**src/rtl/msr_pkg.sv**
```systemverilog
package msr_pkg;
  localparam int unsigned LINES = 4;
  // Line order inside every nibble: the position is what the status word decodes.
  localparam int unsigned L_CTS = 0;
  localparam int unsigned L_DSR = 1;
  localparam int unsigned L_RI  = 2;
  localparam int unsigned L_DCD = 3;
  // Lines whose flag fires only when the asserted level drops.
  localparam logic [LINES-1:0] FALL_ONLY = 4'b0100;
endpackage

```
**src/rtl/msr_sync.sv**
```systemverilog
module msr_sync #(
  parameter int unsigned WIDTH  = 4,
  parameter int unsigned STAGES = 2,
  parameter logic [WIDTH-1:0] RST_VAL = '1
) (
  input  logic             clk,
  input  logic             rst_n,
  input  logic [WIDTH-1:0] d,
  output logic [WIDTH-1:0] q
);
  logic [STAGES-1:0][WIDTH-1:0] chain_q, chain_d;

  always_comb begin
    chain_d[0] = d;
    for (int s = 1; s < STAGES; s++) chain_d[s] = chain_q[s-1];
  end

  always_ff @(posedge clk or negedge rst_n) begin
    if (!rst_n) chain_q <= {STAGES{RST_VAL}};
    else        chain_q <= chain_d;
  end

  assign q = chain_q[STAGES-1];
endmodule

```
**src/rtl/msr_change_det.sv**
```systemverilog
module msr_change_det #(
  parameter int unsigned N = 4,
  parameter logic [N-1:0] FALL_MASK = '0
) (
  input  logic         clk,
  input  logic         rst_n,
  input  logic [N-1:0] lvl,
  input  logic         rd,
  output logic [N-1:0] flags
);
  logic [N-1:0] prev_q, flag_q, flag_d, hit;

  for (genvar i = 0; i < N; i++) begin : g_line
    if (FALL_MASK[i]) begin : g_fall
      assign hit[i] = prev_q[i] & ~lvl[i];
    end else begin : g_any
      assign hit[i] = prev_q[i] ^ lvl[i];
    end
  end

  always_comb begin
    flag_d = (flag_q & ~{N{rd}}) | hit;
  end

  always_ff @(posedge clk or negedge rst_n) begin
    if (!rst_n) begin
      prev_q <= '0;
      flag_q <= '0;
    end else begin
      prev_q <= lvl;
      flag_q <= flag_d;
    end
  end

  assign flags = flag_q;

  // a detected change sets its flag at the next edge.
  a_r2_change_sets: assert property (@(posedge clk) disable iff (!rst_n)
    (hit != '0) |=> ((flag_q & $past(hit)) == $past(hit)));
  // a read with no new change empties all flags.
  a_r4_read_clears: assert property (@(posedge clk) disable iff (!rst_n)
    (rd && hit == '0) |=> (flag_q == '0));
  // set flags survive cycles without a read.
  a_r10_sticky: assert property (@(posedge clk) disable iff (!rst_n)
    (!rd) |=> ((flag_q & $past(flag_q)) == $past(flag_q)));
  // a clear flag on a fall-only line is not set when the level rises.
  for (genvar j = 0; j < N; j++) begin : g_chk
    if (FALL_MASK[j]) begin : g_f
      a_r3_rise_ignored: assert property (@(posedge clk) disable iff (!rst_n)
        (!prev_q[j] && lvl[j] && !flag_q[j]) |=> !flag_q[j]);
    end
  end
endmodule

```
**src/rtl/modem_status_unit.sv**
```systemverilog
module modem_status_unit
  import msr_pkg::*;
#(
  parameter int unsigned SYNC_STAGES = 2
) (
  input  logic       clk,
  input  logic       rst_n,
  input  logic       cts_n_pin,
  input  logic       dsr_n_pin,
  input  logic       ri_n_pin,
  input  logic       dcd_n_pin,
  input  logic       loop_en,
  input  logic       loop_rts,
  input  logic       loop_dtr,
  input  logic       loop_out1,
  input  logic       loop_out2,
  input  logic       rd_strobe,
  output logic [7:0] status,
  output logic       irq
);
  logic [LINES-1:0] pin_raw_n, pin_sync_n, pin_lvl, loop_lvl, cur_lvl, flags;

  always_comb begin
    pin_raw_n          = '0;
    pin_raw_n[L_CTS]   = cts_n_pin;
    pin_raw_n[L_DSR]   = dsr_n_pin;
    pin_raw_n[L_RI]    = ri_n_pin;
    pin_raw_n[L_DCD]   = dcd_n_pin;
    loop_lvl           = '0;
    loop_lvl[L_CTS]    = loop_rts;
    loop_lvl[L_DSR]    = loop_dtr;
    loop_lvl[L_RI]     = loop_out1;
    loop_lvl[L_DCD]    = loop_out2;
  end

  msr_sync #(.WIDTH(LINES), .STAGES(SYNC_STAGES), .RST_VAL('1)) u_sync (
    .clk(clk), .rst_n(rst_n), .d(pin_raw_n), .q(pin_sync_n)
  );

  assign pin_lvl = ~pin_sync_n;
  assign cur_lvl = loop_en ? loop_lvl : pin_lvl;

  msr_change_det #(.N(LINES), .FALL_MASK(FALL_ONLY)) u_det (
    .clk(clk), .rst_n(rst_n), .lvl(cur_lvl), .rd(rd_strobe), .flags(flags)
  );

  assign status = {cur_lvl, flags};
  assign irq    = |flags;

  // in loopback the pins cannot move the asserted-state nibble.
  a_r7_loop_ignores_pins: assert property (@(posedge clk) disable iff (!rst_n)
    (loop_en && $stable(loop_en) && $stable(loop_lvl)) |-> $stable(status[7:4]));
  // interrupt falls only together with the last flag.
  a_r6_irq_follows: assert property (@(posedge clk) disable iff (!rst_n)
    $fell(irq) |-> (status[3:0] == 4'h0));
endmodule

```
**config.mk**
```make
export PLATFORM = sky130hd
export DESIGN_NAME = modem_status_unit
export DESIGN_NICKNAME = d
export VERILOG_FILES = /design/src/rtl/msr_pkg.sv /design/src/rtl/msr_sync.sv /design/src/rtl/msr_change_det.sv /design/src/rtl/modem_status_unit.sv
export SDC_FILE = /design/constraint.sdc
export NUM_CORES = 1
export LEC_CHECK = 0
export ABC_CLOCK_PERIOD_IN_PS = 950
export BUFFER_PORTS_ARGS = -buffer_cell sky130_fd_sc_hd__buf_2
export CAP_MARGIN = 20
export CORE_MARGIN = 5
export CORE_UTILIZATION = 40
export CTS_CLUSTER_DIAMETER = 200
export DETAILED_ROUTE_END_ITERATION = 6
export GPL_ROUTABILITY_DRIVEN = 1
export PLACE_DENSITY = 0.7
export SYNTH_ARGS = -nofsm -noshare
export SYNTH_HDL_FRONTEND = slang
export SYNTH_SLANG_ARGS = --single-unit
```
**constraint.sdc**
```tcl
create_clock -name clk -period 0.95 [get_ports clk]
set_clock_uncertainty 0.05 [all_clocks]
set_input_delay 0.095 -clock clk [delete_from_list [all_inputs] [get_ports clk]]
set_output_delay 0.095 -clock clk [all_outputs]
set_load 0.005 [all_outputs]
```
== Yosys cells after proc, flatten, opt, wreduce, memory -nomap -nowiden ==
Index checks and enable logic that the tools add are counted.
W data, S select, Z words.
Word-level totals
  output and inout bits: 9
  input port bits: 12
  flip-flop bits (word level): 16
  word-level logic and storage cells: 15
Cells by class
  mux-type cells: 1
  reductions and logical operators: 1
  bitwise gates (word level): 9
Operator list (number)
  $not A4 Y4: 2
  $and A4 B4 Y4: 1
  $mux W4: 1
  $or A4 B4 Y4: 1
  $reduce_or A4 Y1: 1
  $xor A1 B1 Y1: 3
  $and A1 B1 Y1: 1
  $not A1 Y1: 1

== Depth between registers and ports, before layout ==
  depth after elaboration: 5
  mapped depth: 3
  depth with buffers taken out: 3

== Cells and area by module ==
A second synthesis with hierarchy kept.
Unflattened totals
  cell total of the unflattened synthesis: 37
  area, all modules: 519.2 µm²
Modules (own cells, without submodules)
  msr_change_det: sequential area each 200.2 µm², area each 266.5 µm², cells an instance 20, instances 1
  msr_sync: sequential area each 210.2 µm², area each 210.2 µm², cells an instance 8, instances 1
  modem_status_unit: sequential area each 0.0 µm², area each 42.5 µm², cells an instance 9, instances 1

== Worst setup path before layout ==
No wires, ideal clock.
  kind: flip-flop to output port
  start: reg u_det.flag_q[1], in the netlist u_det.flags[1]
  end: out irq
  data required time: 0.805 ns
  setup slack: -0.098 ns
  stages on the path, launching flop included: 2
  path buffers: 0
  arrival time: 0.903 ns
  cell sequence: dfrtp_1 > or4_1
On the way
  longest elaborated chain between the ends: 1
RTL lines
  from (decl): line msr_change_det.sv:11  | logic [N-1:0] prev_q, flag_q, flag_d, hit;
  from (signal assigned): line msr_change_det.sv:31  | flag_q <= flag_d;
  $reduce_or A4 Y1: line modem_status_unit.sv:48  | assign irq = |flags;
  to (decl): line modem_status_unit.sv:19  | output logic irq
No other way between the ends.

== Worst setup path in the final report ==
Ends and elaborated chain as after synthesis.

==> metrics.md <==
| Metric | Value |
|---|---|
| Area leader, netlist | dfstp_2 |
| First-pass GRT wire length | ~1800 um |
| Max IR drop VDD | between 0.001 and 0.0015 V |
| Failing checks | setup timing |
| Final Cycle Share | 1.52 |
| Pre-antenna DRT Iters | 2 |
| Setup ws final | -0.493 ns |
| Yosys top cell area share | 0.378 |
| Sequential share of the synthesized area | 0.737 |
| CTS max path bufs | 2 |
| RSZ-0062 raised after global routing | true |
| Maximum capacitance violations | 0 |
| Most frequent cells in the layout | 19 x buf_2, 8 x dfrtp_1, 8 x dfstp_2 |
| Setup tns final | -1.58 ns |
| Hold_ws | 0.0916 ns |
| GRT Total Usage | 0.116 |
| Chip Width | about 47 um |
| WS Path Type | flip-flop to output pin |
| Fin nets | 89 |
| # diodes | 0 |
| Hpwl dp | ~680 um |
| Boundary Pins | 21 |
| Worst rel slew slack | 0.779 |
| DRT antenna net count | 0 |
| Root Driver | clkbuf_4 |
| Crit start category | flip-flop |
| Post-placement cell count | 76 |
| CTS buffer count | 3 |
| Power Density | roughly 1700 mW/mm2 |
| Iter 0 DRT Violations | 2 |
| Share of cells above drive strength 1 | 0.579 |
| Most common cell after layout, fill and taps aside | buf_2 |
| Type of the worst min-delay path | input port to flip-flop |
| Via count | 412 |
| Slew Limit Fails | 0 |
| CTS H-tree depth | 1 |
| Row count | 13 |
| DR vias/cell | roughly 4.5 |
| Largest net degree at the start of global routing | 17 |
| GPL Wtd Cong | between 0.6 and 0.7 |
| Slew @ Worst Pin | 0.332 ns |
| Top cells by area, synth | dfstp_2 38%, dfrtp_1 36%, nor2b_1 6.7% |
| Worst-path fanout max | 2 |
| Final Hold Viols | 0 |
| Area growth syn-to-layout | 53.0% |
| Global route total overflow | 0 |
| P_leak | between 0.4 and 0.5 nW |
| CTS tree | built |
| Worst-path clk slew | ~0.090 ns |
| Core footprint | ~0.0013 mm2 |
| Setup-failing EPs final | 11 |
| Latest clock arrival within the worst-skew pair | between 0.2 and 0.3 ns |
| Synth warnings | 0 |
| Initial core utilization | 0.428 |
| Avg Cell Area, Syn | roughly 14 um2 |
| Die area | around 0.0022 mm2 |
| DR WL/cell | 11.0 um |
| Outcome | finished with violations |
| CTS Sinks | 16 |
| DRT Wirelength | ~1000 um |
| Drt drc | 0 |
| Register bit count reported by yosys | 16 |
| Fmax | 693 MHz |
| Initial antenna violation count | 0 |
| Worst endpoint data arrival time | between 1 and 1.5 ns |
| Die Height | about 47 um |
| Worst Setup End Kind | output pin |
| Synth cell types | 11 |
| Vias in the first global route | 441 |
| Mapped Area | between 500 and 600 um2 |
| Count of input and output buffers | 20 |
| Post-Syn Nets | 52 |
| Post-Layout Cell Count | 91 |
| Post-route minimum period | ~1.4 ns |
| Worst EP required | 0.81 ns |
| Cells after Synth | 40 |
-- what timing repair did --
action,4_1_cts,5_1_grt
gates resized for setup,6,4
pin swaps,5,3
endpoints found under the hold margin,21,0
hold buffers,6,0
setup endpoints to repair,9,14
buffers inserted,6,1
-- flip-flops by register name (all words and copies together), names as in the netlist --
register,cells
u_det.flags,4
u_sync.q,4
u_det.prev_q,4
u_sync.chain_d,4
-- routing by layer --
metal  GRT usage  routed length [um]  vias to the layer above
met4      0.0663                   8                        0
met5           0                   0                        -
li1            -                   -                      204
met3      0.0230                  78                        2
met1       0.131                 391                      194
met2       0.201                 527                       12
-- through the flow --
step	area [um2]	power [mW]	utilization	worst slack, ns
3_3_place_gp	683	0.942	0.525	-0.184
5_1_grt	852	1.52	0.655	-0.547
2_1_floorplan	557	0.850	-	-0.0984
3_5_place_dp	683	0.948	0.525	-0.202
6_report	852	1.44	0.655	-0.493
4_1_cts	850	1.46	0.653	-0.509
-- power breakdown --
group / total, mW / switching, mW / internal (mW)
Sequential: 0.772 / 0.0243 / 0.747
Combinational: 0.236 / 0.0961 / 0.140
Clock: 0.433 / 0.201 / 0.233
-- path summary, 6_finish.rpt --
| path | startpoint | endpoint | slack, ns | cells after the start |
|---|---|---|---|---|
| worst max-delay path | u_det.flags[1] | irq | -0.49 | 2 |
| worst min-delay path | loop_dtr | u_det.prev_q[1] | 0.09 | 4 |
| worst max register to register | u_sync.q[1] | u_det.flags[1] | -0.05 | 3 |
| min in group asynchronous | rst_n | u_det.prev_q[1] | 0.18 | 2 |
| worst min register to register | u_sync.chain_d[6] | u_sync.q[2] | 0.31 | 0 |
| max in group asynchronous | rst_n | u_sync.chain_d[4] | 0.37 | 2 |
-- critical path, cell delays in order, from the launching register on --
cell and delay [ns]:
dfrtp_1 0.38, or4_1 0.50, buf_2 0.14
-- final cells by class --
cell class                 count  area [um2]
fill                         104         449
sequential                    16         410
timing repair buffer          32         215
multi-input combinational     22         164
clock buffer                   4        36.3
tap                           15        18.8
inverter                       2        7.51
-- logic make-up (layout without fill, tap and decap cells) --
logic type,count (synthesis),in the layout,synth area share
simple gates,14,14,0.128
flops,16,16,0.737
mux,3,3,0.0539
buf+inv,2,38,0.0135
compound gates,5,5,0.0674
-- synthesized netlist by cell type --
| cell type | count |
|---|---|
| dfrtp_1 | 8 |
| inv_1 | 2 |
| o21ai_2 | 3 |
| nor2b_1 | 6 |
| dfstp_2 | 8 |
| nand2_1 | 4 |
| or4_1 | 1 |
| o22ai_1 | 1 |
| nor2_1 | 3 |
| o21ai_0 | 1 |
| mux2i_1 | 3 |
Note: power is estimated with default switching activity, not from simulation.
